File: src/rtl/ctl3w_pkg.sv
package ctl3w_pkg;

  localparam int BYTE_W = 8;

  typedef enum logic [1:0] {
    XFER_AUDIO = 2'b00,
    XFER_RSV0  = 2'b01,
    XFER_CTRL  = 2'b10,
    XFER_RSV1  = 2'b11
  } xfer_t;

  typedef enum logic [1:0] {
    AUD_VOL_R  = 2'b00,
    AUD_VOL_L  = 2'b01,
    AUD_BASS   = 2'b10,
    AUD_TREBLE = 2'b11
  } aud_sel_t;

  typedef struct packed {
    logic [1:0] mode;
    logic       deemph;
    logic       swap;
    logic       sync_sel;
    logic       mute;
    logic       rst;
  } ctrl0_t;

endpackage

File: src/rtl/ctl3w_sync.sv
module ctl3w_sync #(
  parameter int N      = 3,
  parameter int STAGES = 2
) (
  input  logic         clk,
  input  logic         rst_n,
  input  logic [N-1:0] async_i,
  output logic [N-1:0] sync_o
);

  logic [STAGES-1:0][N-1:0] stage_q;

  always_ff @(posedge clk or negedge rst_n) begin
    if (!rst_n) begin
      stage_q <= '0;
    end else begin
      for (int s = STAGES - 1; s > 0; s--) begin
        stage_q[s] <= stage_q[s-1];
      end
      stage_q[0] <= async_i;
    end
  end

  assign sync_o = stage_q[STAGES-1];

endmodule

File: src/rtl/ctl3w_shift.sv
module ctl3w_shift
  import ctl3w_pkg::*;
(
  input  logic              clk,
  input  logic              rst_n,
  input  logic              sclk_i,
  input  logic              sdat_i,
  input  logic              smode_i,
  output logic              byte_valid_o,
  output logic [BYTE_W-1:0] byte_o,
  output logic              byte_is_addr_o
);

  localparam int CNT_W = $clog2(BYTE_W);
  localparam logic [CNT_W-1:0] LAST_BIT = CNT_W'(BYTE_W - 1);

  logic              sclk_d_q, smode_d_q;
  logic              rise, mode_chg;
  logic [CNT_W-1:0]  cnt_q, cnt_d;
  logic [BYTE_W-1:0] shreg_q, shreg_d;
  logic [BYTE_W-1:0] out_q, out_d;
  logic              valid_q, valid_d;
  logic              addr_q, addr_d;
  logic              shift_en, out_en;

  assign rise     = sclk_i & ~sclk_d_q;
  assign mode_chg = smode_i ^ smode_d_q;

  always_comb begin
    cnt_d    = cnt_q;
    shreg_d  = shreg_q;
    out_d    = out_q;
    addr_d   = addr_q;
    valid_d  = 1'b0;
    shift_en = 1'b0;
    out_en   = 1'b0;
    if (mode_chg) begin
      cnt_d = '0;
    end else if (rise) begin
      shift_en = 1'b1;
      shreg_d  = {sdat_i, shreg_q[BYTE_W-1:1]};
      if (cnt_q == LAST_BIT) begin
        cnt_d   = '0;
        valid_d = 1'b1;
        out_en  = 1'b1;
        out_d   = shreg_d;
        addr_d  = ~smode_i;
      end else begin
        cnt_d = cnt_q + 1'b1;
      end
    end
  end

  always_ff @(posedge clk or negedge rst_n) begin
    if (!rst_n) begin
      sclk_d_q  <= 1'b0;
      smode_d_q <= 1'b0;
      cnt_q     <= '0;
      shreg_q   <= '0;
      out_q     <= '0;
      valid_q   <= 1'b0;
      addr_q    <= 1'b0;
    end else begin
      sclk_d_q  <= sclk_i;
      smode_d_q <= smode_i;
      valid_q   <= valid_d;
      cnt_q     <= cnt_d;
      if (shift_en) shreg_q <= shreg_d;
      if (out_en) begin
        out_q  <= out_d;
        addr_q <= addr_d;
      end
    end
  end

  assign byte_valid_o   = valid_q;
  assign byte_o         = out_q;
  assign byte_is_addr_o = addr_q;

  // a completed byte is reported only in the cycle after a bus clock edge
  assert_byte_on_edge_R4: assert property (@(posedge clk) disable iff (!rst_n)
    byte_valid_o |-> $past(rise));

  // a mode change restarts the bit count and reports no byte
  assert_mode_clear_R10: assert property (@(posedge clk) disable iff (!rst_n)
    mode_chg |=> (cnt_q == '0) && !byte_valid_o);

endmodule

File: src/rtl/ctl3w_regs.sv
module ctl3w_regs
  import ctl3w_pkg::*;
#(
  parameter logic [5:0] DEV_ADDR = 6'b000101,
  parameter int VOL_W  = 6,
  parameter int TONE_W = 5,
  parameter int CTRL_W = 7,
  parameter logic [VOL_W-1:0] VOL_INIT = 6'd8
) (
  input  logic              clk,
  input  logic              rst_n,
  input  logic              byte_valid_i,
  input  logic [BYTE_W-1:0] byte_i,
  input  logic              byte_is_addr_i,
  output logic [VOL_W-1:0]  vol_r_o,
  output logic [VOL_W-1:0]  vol_l_o,
  output logic [TONE_W-1:0] bass_o,
  output logic [TONE_W-1:0] treble_o,
  output logic [CTRL_W-1:0] ctrl0_o,
  output logic [CTRL_W-1:0] ctrl1_o
);

  logic              sel_q, sel_d;
  xfer_t             grp_q, grp_d;
  logic              addr_we, data_ok;
  logic              we_vr, we_vl, we_bass, we_treble, we_c0, we_c1;
  logic [VOL_W-1:0]  vol_r_q, vol_l_q;
  logic [TONE_W-1:0] bass_q, treble_q;
  logic [CTRL_W-1:0] ctrl0_q, ctrl1_q;
  xfer_t             rx_type;
  aud_sel_t          aud_sel;

  assign rx_type = xfer_t'(byte_i[1:0]);
  assign aud_sel = aud_sel_t'(byte_i[7:6]);
  assign addr_we = byte_valid_i & byte_is_addr_i;
  assign data_ok = byte_valid_i & ~byte_is_addr_i & sel_q;

  always_comb begin
    sel_d     = sel_q;
    grp_d     = grp_q;
    we_vr     = 1'b0;
    we_vl     = 1'b0;
    we_bass   = 1'b0;
    we_treble = 1'b0;
    we_c0     = 1'b0;
    we_c1     = 1'b0;
    if (addr_we) begin
      sel_d = (byte_i[7:2] == DEV_ADDR) &&
              (rx_type == XFER_AUDIO || rx_type == XFER_CTRL);
      grp_d = rx_type;
    end else if (data_ok) begin
      if (grp_q == XFER_AUDIO) begin
        unique case (aud_sel)
          AUD_VOL_R:  we_vr     = 1'b1;
          AUD_VOL_L:  we_vl     = 1'b1;
          AUD_BASS:   we_bass   = 1'b1;
          AUD_TREBLE: we_treble = 1'b1;
        endcase
      end else if (grp_q == XFER_CTRL) begin
        we_c0 = ~byte_i[7];
        we_c1 = byte_i[7];
      end
    end
  end

  always_ff @(posedge clk or negedge rst_n) begin
    if (!rst_n) begin
      sel_q    <= 1'b0;
      grp_q    <= XFER_AUDIO;
      vol_r_q  <= VOL_INIT;
      vol_l_q  <= VOL_INIT;
      bass_q   <= '0;
      treble_q <= '0;
      ctrl0_q  <= '0;
      ctrl1_q  <= '0;
    end else begin
      if (addr_we) begin
        sel_q <= sel_d;
        grp_q <= grp_d;
      end
      if (we_vr)     vol_r_q  <= byte_i[VOL_W-1:0];
      if (we_vl)     vol_l_q  <= byte_i[VOL_W-1:0];
      if (we_bass)   bass_q   <= byte_i[TONE_W-1:0];
      if (we_treble) treble_q <= byte_i[TONE_W-1:0];
      if (we_c0)     ctrl0_q  <= byte_i[CTRL_W-1:0];
      if (we_c1)     ctrl1_q  <= byte_i[CTRL_W-1:0];
    end
  end

  assign vol_r_o  = vol_r_q;
  assign vol_l_o  = vol_l_q;
  assign bass_o   = bass_q;
  assign treble_o = treble_q;
  assign ctrl0_o  = ctrl0_q;
  assign ctrl1_o  = ctrl1_q;

  logic [2*VOL_W+2*TONE_W+2*CTRL_W-1:0] all_regs;
  assign all_regs = {vol_r_q, vol_l_q, bass_q, treble_q, ctrl0_q, ctrl1_q};

  // an address byte leaves every register untouched
  assert_addr_no_write_R1: assert property (@(posedge clk) disable iff (!rst_n)
    (byte_valid_i && byte_is_addr_i) |=> $stable(all_regs));

  // data received while deselected writes nothing
  assert_idle_no_write_R2: assert property (@(posedge clk) disable iff (!rst_n)
    (byte_valid_i && !byte_is_addr_i && !sel_q) |=> $stable(all_regs));

  // an unused transfer type leaves the receiver deselected
  assert_unused_type_R3: assert property (@(posedge clk) disable iff (!rst_n)
    (byte_valid_i && byte_is_addr_i && byte_i[0]) |=> !sel_q);

  // a right-volume byte lands in the right-volume register
  assert_vol_right_R6: assert property (@(posedge clk) disable iff (!rst_n)
    (byte_valid_i && !byte_is_addr_i && sel_q && grp_q == XFER_AUDIO &&
     byte_i[7:6] == 2'b00) |=> vol_r_q == $past(byte_i[VOL_W-1:0]));

  // a control byte with bit 7 low lands in control register 0
  assert_ctrl0_R8: assert property (@(posedge clk) disable iff (!rst_n)
    (byte_valid_i && !byte_is_addr_i && sel_q && grp_q == XFER_CTRL &&
     !byte_i[7]) |=> ctrl0_q == $past(byte_i[CTRL_W-1:0]));

endmodule

File: src/rtl/ctl3w_rx.sv
module ctl3w_rx
  import ctl3w_pkg::*;
#(
  parameter logic [5:0] DEV_ADDR = 6'b000101,
  parameter int SYNC_STAGES = 2,
  parameter int VOL_W  = 6,
  parameter int TONE_W = 5,
  parameter int CTRL_W = 7,
  parameter logic [VOL_W-1:0] VOL_INIT = 6'd8
) (
  input  logic              clk,
  input  logic              rst_n,
  input  logic              ser_clk_i,
  input  logic              ser_data_i,
  input  logic              ser_mode_i,
  output logic [VOL_W-1:0]  vol_right_o,
  output logic [VOL_W-1:0]  vol_left_o,
  output logic [TONE_W-1:0] bass_o,
  output logic [TONE_W-1:0] treble_o,
  output logic              dac_reset_o,
  output logic              soft_mute_o,
  output logic              sync_mode_o,
  output logic              chan_swap_o,
  output logic              deemph_o,
  output logic [1:0]        audio_mode_o,
  output logic [CTRL_W-1:0] ctrl1_o,
  output logic [1:0]        lock_speed_o
);

  logic              rst_meta_q, rst_sync_q;
  logic [2:0]        bus_s;
  logic              byte_valid, byte_is_addr;
  logic [BYTE_W-1:0] rx_byte;
  logic [CTRL_W-1:0] ctrl0_raw;
  ctrl0_t            ctrl0;

  always_ff @(posedge clk or negedge rst_n) begin
    if (!rst_n) begin
      rst_meta_q <= 1'b0;
      rst_sync_q <= 1'b0;
    end else begin
      rst_meta_q <= 1'b1;
      rst_sync_q <= rst_meta_q;
    end
  end

  ctl3w_sync #(.N(3), .STAGES(SYNC_STAGES)) sync_i (
    .clk     (clk),
    .rst_n   (rst_sync_q),
    .async_i ({ser_mode_i, ser_data_i, ser_clk_i}),
    .sync_o  (bus_s)
  );

  ctl3w_shift shift_i (
    .clk            (clk),
    .rst_n          (rst_sync_q),
    .sclk_i         (bus_s[0]),
    .sdat_i         (bus_s[1]),
    .smode_i        (bus_s[2]),
    .byte_valid_o   (byte_valid),
    .byte_o         (rx_byte),
    .byte_is_addr_o (byte_is_addr)
  );

  ctl3w_regs #(
    .DEV_ADDR (DEV_ADDR),
    .VOL_W    (VOL_W),
    .TONE_W   (TONE_W),
    .CTRL_W   (CTRL_W),
    .VOL_INIT (VOL_INIT)
  ) regs_i (
    .clk            (clk),
    .rst_n          (rst_sync_q),
    .byte_valid_i   (byte_valid),
    .byte_i         (rx_byte),
    .byte_is_addr_i (byte_is_addr),
    .vol_r_o        (vol_right_o),
    .vol_l_o        (vol_left_o),
    .bass_o         (bass_o),
    .treble_o       (treble_o),
    .ctrl0_o        (ctrl0_raw),
    .ctrl1_o        (ctrl1_o)
  );

  assign ctrl0        = ctrl0_t'(ctrl0_raw);
  assign dac_reset_o  = ctrl0.rst;
  assign soft_mute_o  = ctrl0.mute;
  assign sync_mode_o  = ctrl0.sync_sel;
  assign chan_swap_o  = ctrl0.swap;
  assign deemph_o     = ctrl0.deemph;
  assign audio_mode_o = ctrl0.mode;
  assign lock_speed_o = ctrl1_o[6:5];

endmodule

File: config.mk
export PLATFORM = sky130hd
export DESIGN_NAME = ctl3w_rx
export DESIGN_NICKNAME = d
export VERILOG_FILES = /design/src/rtl/ctl3w_pkg.sv /design/src/rtl/ctl3w_sync.sv /design/src/rtl/ctl3w_shift.sv /design/src/rtl/ctl3w_regs.sv /design/src/rtl/ctl3w_rx.sv
export SDC_FILE = /design/constraint.sdc
export NUM_CORES = 1
export LEC_CHECK = 0
export BUFFER_PORTS_ARGS = -buffer_cell sky130_fd_sc_hd__buf_4
export CORE_MARGIN = 1
export CORE_UTILIZATION = 42
export CTS_BUF_LIST = sky130_fd_sc_hd__clkbuf_8
export DETAILED_ROUTE_END_ITERATION = 10
export PLACE_DENSITY = 0.67
export REMOVE_ABC_BUFFERS = 1
export SYNTH_ARGS = -nofsm -noshare
export SYNTH_HDL_FRONTEND = slang
export SYNTH_HIERARCHICAL = 1
export SYNTH_SLANG_ARGS = --single-unit
File: constraint.sdc
create_clock -name clk -period 3.1 [get_ports clk]
set_input_delay 0.31 -clock clk [delete_from_list [all_inputs] [get_ports clk]]
set_output_delay 0.31 -clock clk [all_outputs]
set_load 0.02 [all_outputs]
==> results of run 1 <==
area by class of cell:
class | count | area [um^2]
fillers | 523 | 2790
inverters | 1 | 3.75
well taps | 75 | 93.8
multi-input cells | 86 | 887
flip-flops and latches | 69 | 1730
clock inverters | 4 | 46.3
clock buffers | 12 | 165
repair buffers | 45 | 340
cell families (layout without fill, tap and decap cells):
family	Yosys count	after routing	share of synthesized area (%)
buffers and inverters	9	62	2.79
DFF	69	69	64.2
adders and majority gates	2	2	0.930
muxes	56	56	25.2
xor gates and xnor gates	1	1	0.605
other	1	1	0.139
AOI/OAI and AO/OA	3	3	0.697
and+or+nand+nor	23	23	5.35
state kept, by name, summed over array words and instances, names as in the netlist:
signal,cells
regs_i/bass_o,5
regs_i/ctrl0_o,7
regs_i/ctrl1_o,7
regs_i/grp_q,2
regs_i/sel_q,1
regs_i/treble_o,5
regs_i/vol_l_o,6
regs_i/vol_r_o,6
rst_meta_q,1
rst_sync_q,1
shift_i/byte_is_addr_o,1
shift_i/byte_o,8
shift_i/byte_valid_o,1
shift_i/cnt_q,3
shift_i/sclk_d_q,1
shift_i/shreg_q,7
shift_i/smode_d_q,1
sync_i/stage_q,3
sync_i/sync_o,3
where the power goes:
part	switching, uW	internal (uW)	total, uW	leakage, uW
Sequential	41.0	947	988	0.000920
Combinational	26.7	62.7	89.4	0.000672
Clock	312	433	745	0.000110
Total	379	1440	1820	0.00170
how the worst min path moves through the flow:
| stage | startpoint | to | slack, ns |
|---|---|---|---|
| global placement | rst_n | rst_meta_q | 0.09 |
| detailed placement | rst_n | rst_meta_q | 0.09 |
| finish | ser_clk_i | sync_i/stage_q[0] | 0.09 |
| floorplan | rst_n | rst_meta_q | 0.01 |
| CTS | ser_clk_i | sync_i/stage_q[0] | 0.07 |
| global route | ser_clk_i | sync_i/stage_q[0] | 0.06 |
what timing repair did:
item / in CTS / in global routing
hold buffers: 1 / 0
hold endpoints to repair: 2 / 0
buffers inserted: 0 / 0
cell usage in the layout, fill, tap and decap left out, drive strengths merged, types with 2 or more instances in the layout:
cell	n
dfrtp	67
mux2	53
buf	44
clkbuf	12
nor2	9
mux2i	3
nand4b	3
inv	2
nand2	2
o21ai	2
dfstp	2
ha	2
nand3	2
metal layers:
| metal | global-route usage [%] | part of all wire [%] |
|---|---|---|
| met1 | 20.3 | 47 |
| met2 | 22.3 | 47 |
| met3 | 4.00 | 5.0 |
| met4 | 7.37 | 1.1 |
| met5 | 0 | 0 |
per-stage QoR:
step / hold WS (ns) / utilization, % / setup slack (ns)
5_1_grt: 0.0620 / 53.9 / 1.26
3_5_place_dp: 0.0941 / 50.2 / 1.41
4_1_cts: 0.0710 / 53.9 / 1.39
2_1_floorplan: 0.0144 / - / 1.04
6_report: 0.0901 / 53.9 / 1.40
3_3_place_gp: 0.0939 / 50.2 / 1.43
worst max-delay path, delay by kind of cell, from the launching register on:
kind,cells,cell delay [ns]
muxes,1,0.34
and+or+nand+nor,2,0.88
DFF,1,0.37
==> summary.txt, run 1 <==
Timing
  – Final hold viol count: 0
  – Period utilization: 54.8%
  – Slew @ Worst Pin: roughly 0.65 ns
  – Final Max Tran Viols: 0
  – # setup viols final: 0
  – Post-layout min period: 1.70 ns
  – RSZ-0062 raised after global routing: false
  – Max Clock Freq: around 0.59 GHz
  – Max Clock Skew: 0.00584 ns
  – Max-slew headroom: between 50 and 60%
  – Setup TNS: 0 ns

Layout
  – Final Non-Filler Cells: 292
  – Antenna cell count: 0
  – # nets final: about 220
  – Share of cells above drive strength 1: 54.8%
  – Post-route cell area: 3270 um^2
  – P&R area growth vs syn: 21.4%

Drt
  – DRT Pass-1 Iters: 4
  – DR iter-0 viols: 89
  – Via count: approximately 1,500
  – Via density: about 5
  – Antenna viol nets, final: 0
  – Residual DRC count: 0
  – DR WL/cell: ~15 um
  – Drt total wl: 4.43 mm

Logic synthesis
  – Top post-synthesis cells by count: dfrtp_1 (67), mux2_2 (39), mux2_4 (14), nor2_1 (8), buf_4 (5)
  – Sequential-to-total area share from yosys stat: 64.2%
  – Number of synthesized flops with an enable pin: 0
  – Netlist cell types: 27
  – Post-Syn Instances: 164
  – Post-synthesis instance area: approximately 2700 um^2
  – FF+latch count, synth: 69
  – Top-count cell post-synth: dfrtp_1
  – Yosys top cell area share: 62.3%
  – Mean Syn Cell Area: 16.4 um^2
  – Ys flop type: dfrtp_1
  – Ys async rst share: 100%
  – Largest cells by area after synthesis: dfrtp_1 (62%), mux2_2 (16%), mux2_4 (7.8%)
  – Synth warnings: 6
  – Synth area leader: dfrtp_1

Clock tree
  – Clock Sink Count: 69
  – Clk root buf: clkbuf_8
  – # H-tree levels: 3
  – Clk buf depth: 2
  – Gates resized, CTS repair: 0
  – Total CTS buffers: 9
  – Clock Pin Slew Worst Setup and Hold Paths: 0.07 ns
  – Clk_lat worst skew: 0.32 ns
  – CTS tree: yes

Worst setup path
  – R2r worst-path depth: 3
  – CP cell instances: and3b_1, and4b_1, mux2_4
  – WP data arrival: 1.91 ns
  – CP required: 3.31 ns
  – FF-to-FF setup slack: 1.40 ns
  – CP endpoint: regs_i/ctrl1_o[4]
  – Crit Path Category: flip-flop to flip-flop
  – Startpoint types: flip-flop
  – Worst setup path startpoint: regs_i/grp_q[0]
  – Crit-path slowest cell: and4b_1
  – Critical path peak fanout: 7
  – FF-to-FF End: regs_i/ctrl1_o[4]
  – Nature of the critical path endpoint: flip-flop
  – Worst r2r src: regs_i/grp_q[0]
  – Crit-path max cell delay: 0.53 ns

Floorplan
  – Rows: 28
  – Die area: 6730 um^2
  – Initial Util: 44.4%
  – Placeable Area: 6060 um^2
  – Die Wd: 82.1 um
  – Io pins: 43
  – Die Y: 82.1 um

Global route
  – GRT overflow: 0
  – Vias in the first global route: 1,435
  – GR Util All Layers: 15.0%
  – First-pass GRT wire length: between 7 and 8 mm
  – Largest net degree at the start of global routing: 32
  – Antenna violations before repair: 0

Outcome
  – Outcome: finished, final reports clean

Hold path
  – Hold path depth: 1
  – Worst Hold Class: primary input to flip-flop

Place
  – GP Congestion: 0.736
  – Post-Place Cells: 275
  – Detailed Place HPWL: 3.04 mm
  – Placed inst area: approximately 3000 um^2
  – Port buffer count: 42

Power and ir drop
  – Pwr dens: between 500 and 600 nW/um^2
  – LEAKAGE: 0.00170 uW
  – Total power: 1820 uW
  – Worst IR Drop VDD: 0.000322 V

Flow run
  – Max Cap Viol: 0
No activity file was read; power rests on OpenSTA's default activity.
==> run 2: changes to the inputs <==
--- a/config.mk
+++ b/config.mk
@@ -5,12 +5,13 @@
 export SDC_FILE = /design/constraint.sdc
 export NUM_CORES = 1
 export LEC_CHECK = 0
+export ABC_AREA = 1
 export BUFFER_PORTS_ARGS = -buffer_cell sky130_fd_sc_hd__buf_4
 export CORE_MARGIN = 1
 export CORE_UTILIZATION = 42
 export CTS_BUF_LIST = sky130_fd_sc_hd__clkbuf_8
 export DETAILED_ROUTE_END_ITERATION = 10
-export PLACE_DENSITY = 0.67
+export PLACE_DENSITY = 0.69
 export REMOVE_ABC_BUFFERS = 1
 export SYNTH_ARGS = -nofsm -noshare
 export SYNTH_HDL_FRONTEND = slang
==> constraint.sdc (replaced) <==
create_clock -name clk -period 1.35 [get_ports clk]
set_input_delay 0.135 -clock clk [delete_from_list [all_inputs] [get_ports clk]]
set_output_delay 0.135 -clock clk [all_outputs]
set_load 0.02 [all_outputs]
==> run 2 against run 1 <==
Compared with the run above:
- first-iteration DRC count is 75% higher
- largest power group is now clock
- clock-buffer cell count shrank 3
- critical path depth increased by 4
- largest cell class unchanged
- the flow now finishes with violations (design-rule violations)
- sequential power increased by 120%
==> summary.txt, run 2 <==
Layout
  – Antenna cell count: 0 (unchanged)
  – Final Non-Filler Cells: 449 (+54%)
  – P&R area growth vs syn: 28.7%
  – Max reg flops: 8 (unchanged)
  – # nets final: 374 (+71%)
  – Commonest non-fill, non-tap cell in the layout: nand2_1
  – Post-route cell area: 3700 um^2 (+13%)
  – Share of cells above drive strength 1: 26.1% (-29 points)
  – Most frequent cells in the layout: nand2_1 (129), dfrtp_1 (66), nand3_1 (54), buf_4 (52), inv_1 (10)

Drt
  – DR iter-0 viols: 156 (+75%)
  – DR WL/cell: 12.5 um (-18%)
  – Via density: 4.86 (-3.5%)
  – Antenna viol nets, final: 0 (unchanged)
  – Residual DRC count: 5 (+5)
  – Via count: 2,180 (+48%)
  – Drt total wl: 5.61 mm (+27%)
  – DRT Pass-1 Iters: 10 (+6)

Logic synthesis
  – Largest family of logic cells by synthesized area: simple AND/OR/NAND/NOR gates
  – Ys async rst share: 100% (unchanged)
  – Ys flop type: dfrtp_1
  – Sequential-to-total area share from yosys stat: 60.2% (-4.1 points)
  – Number of synthesized flops with an enable pin: 0 (unchanged)
  – Top post-synthesis cells by count: nand2_1 (129), dfrtp_1 (67), nand3_1 (54), inv_1 (10), nor2_1 (9)
  – FF+latch count, synth: 69 (unchanged)
  – Post-synthesis simple-gate area fraction: 33.3% (+28 points)
  – Synth warnings: 6 (unchanged)
  – Synth area leader: dfrtp_1
  – Fraction of synthesized area in multiplexers: 0% (-25 points)
  – Synth Area in Adders: 0.871% (-0.059 points)
  – Synth Area in XOR/XNOR: 0% (-0.60 points)
  – Netlist cell types: 20 (-26%)
  – Post-Syn Instances: 307 (+87%)
  – Largest cells by area after synthesis: dfrtp_1 (58%), nand2_1 (17%), nand3_1 (9.4%)
  – Mean Syn Cell Area: 9.36 um^2 (-43%)
  – Post-synthesis instance area: 2870 um^2 (+6.8%)
  – Top-count cell post-synth: nand2_1
  – Yosys top cell area share: 58.3% (-4.0 points)
  – Compound-cell area share of the yosys netlist: 0.348% (-0.35 points)

Place
  – Post-Place Worst Slack: 0.0363 ns (-1.37 ns)
  – Port buffer count: 42 (unchanged)
  – Post-Place Cells: 422 (+53%)
  – GP Congestion: 0.790 (+7.3%)
  – Placed inst area: 3280 um^2 (+7.6%)
  – Detailed Place HPWL: 3.78 mm (+24%)

Global route
  – GRT overflow: 0 (unchanged)
  – Met2 Track Usage GR: 27.6% (+5.3 points)
  – Vias in the first global route: 2,025 (+41%)
  – GR Util All Layers: 17.1% (+2.0 points)
  – Grt peak-use layer: met2
  – Antenna violations before repair: 0 (unchanged)
  – First-pass GRT wire length: 9.47 mm (+31%)
  – Met3 GRT Util: 3.54% (-0.46 points)
  – M1 GR Usage: 22.4% (+2.1 points)
  – Largest net degree at the start of global routing: 30 (-6.3%)

Timing
  – Max Clock Skew: 0.00766 ns (+0.00182 ns)
  – Max Clock Freq: 0.756 GHz (+28%)
  – Final hold viol count: 0 (unchanged)
  – RSZ-0062 raised after global routing: true
  – Post-layout min period: 1.32 ns (-0.377 ns)
  – # setup viols final: 0 (unchanged)
  – Final Max Tran Viols: 0 (unchanged)
  – Period utilization: 97.9% (+43 points)
  – Hold slack: 0.112 ns (+0.0215 ns)
  – PnR worst setup slack: 0.0281 ns (-1.37 ns)

Clock tree
  – Clk_lat worst skew: 0.34 ns (+0.02 ns)
  – Clk buf depth: 2 (unchanged)
  – CTS tree: yes
  – # H-tree levels: 3 (unchanged)
  – Clock Sink Count: 69 (unchanged)
  – Total CTS buffers: 9 (unchanged)
  – Clk root buf: clkbuf_8
  – Clock Pin Slew Worst Setup and Hold Paths: 0.07 ns (about the same)

Floorplan
  – Io pins: 43 (unchanged)
  – Placeable Area: 6490 um^2 (+7.2%)
  – Die area: 7180 um^2 (+6.6%)
  – Die Wd: 84.7 um (+3.3%)
  – Initial Util: 44.2% (-0.16 points)
  – Die Y: 84.7 um (+3.3%)
  – Rows: 29 (+3.6%)

Power and ir drop
  – Sw Ratio: 18.9% (-1.9 points)
  – Pwr dens: 1330 nW/um^2 (+140%)
  – Logic pwr share: 3.2% (-1.7 points)
  – Clock network power share: 52.0% (+11 points)
  – Internal: 3980 uW (+180%)
  – Switch Pwr: 931 uW (+150%)
  – Worst IR Drop VDD: 0.000755 V (+130%)
  – Part of the power in registers: 44.8% (-9.4 points)
  – LEAKAGE: 0.00204 uW (+20%)

Worst setup path
  – CP required: 1.58 ns (-1.73 ns)
  – Crit Path Category: flip-flop to flip-flop
  – Worst r2r src: shift_i/cnt_q[0]
  – Nature of the critical path endpoint: flip-flop
  – FF-to-FF setup slack: 0.03 ns (-1.37 ns)
  – Startpoint types: flip-flop
  – Critical path peak fanout: 5 (-2)
  – WP data arrival: 1.55 ns (-0.36 ns)
  – R2r worst-path depth: 7 (+4)
  – FF-to-FF End: shift_i/byte_o[6]

Outcome
  – Outcome: finished with violations
  – Failing checks: design-rule violations

Hold path
  – Worst Hold Class: primary input to asynchronous set/reset pin

Flow run
  – Max Cap Viol: 0 (unchanged)
-- run 2: cell count changes after synthesis, moves of 2 or more --
cell | previous run | this run
nand2_4 | 0 | 3
buf_6 | 3 | 5
mux2_4 | 14 | 0
nand2_1 | 2 | 129
nor2_4 | 0 | 2
nand3_1 | 1 | 54
inv_1 | 1 | 10
nor2_8 | 0 | 2
mux2_2 | 39 | 0
nor2_2 | 1 | 3
mux2i_1 | 3 | 0
inv_2 | 0 | 3
nand2_2 | 0 | 4
nand4b_1 | 2 | 0
-- run 2: timing repair --
item / 4_1_cts / 5_1_grt
hold endpoints to repair: 5 / 0
hold buffers: 4 / 0
endpoints found under the setup margin: 0 / 21
gates resized for setup: 0 / 5
buffers inserted: 0 / 6
-- run 2: power by group through the flow --
stage | Sequential (uW) | Clock [uW] | Combinational (uW)
finish | 2200 | 2560 | 156
detailed placement | 2240 | 0 | 149
global route | 2210 | 2690 | 181
floorplan | 2240 | 0 | 75.7
global placement | 2240 | 0 | 144
CTS | 2200 | 2610 | 158
-- run 2: logic make-up after synthesis --
family / Yosys count
DFF: 69
buffers and inverters: 24
AOI/OAI and AO/OA: 2
and+or+nand+nor: 209
adders and majority gates: 2
other: 1
-- run 2: per-layer routing --
layer / wire (um) / share of wire, % / up-vias
met5: 0 / 0 / -
met3: 297 / 5.3 / 8
met2: 2670 / 48 / 66
met1: 2560 / 46 / 1012
li1: - / - / 1094
met4: 86 / 1.5 / 0
-- run 2: area by class of cell --
class / count / area (um^2)
clock inverter: 7 / 185
multi-input combinational: 215 / 1020
tap: 77 / 96.3
inverter: 13 / 51.3
sequential: 69 / 1730
clock buffer: 9 / 124
fill: 561 / 2800
timing repair buffer: 59 / 490
-- run 2: worst max-delay path: stages, from the launching register on --
cell and delay [ns]:
dfrtp_1 0.40, ha_1 0.21, ha_2 0.20, inv_4 0.08, nor2_8 0.05, buf_4 0.14
nand3_1 0.07, nand2_1 0.06
-- run 2: worst max-delay path by stage --
| stage | from | endpoint | cells past startpoint |
|---|---|---|---|
| 2_1_floorplan | rst_sync_q | regs_i/bass_o[0] | 0 |
| 3_3_place_gp | regs_i/sel_q | regs_i/treble_o[0] | 6 |
| 3_5_place_dp | shift_i/cnt_q[0] | shift_i/byte_o[4] | 7 |
| 4_1_cts | shift_i/cnt_q[0] | shift_i/byte_o[4] | 7 |
| 5_1_grt | shift_i/cnt_q[0] | shift_i/byte_o[6] | 7 |
| 6_report | shift_i/cnt_q[0] | shift_i/byte_o[6] | 7 |
-- run 2: metrics by stage --
step	power (uW)	util [%]	setup TNS, ns
2_1_floorplan	2320	-	-46.71
4_1_cts	4970	55.8	0
5_1_grt	5080	57.0	-0.0168
3_3_place_gp	2380	50.4	0
6_report	4910	57.0	0
3_5_place_dp	2390	50.4	0
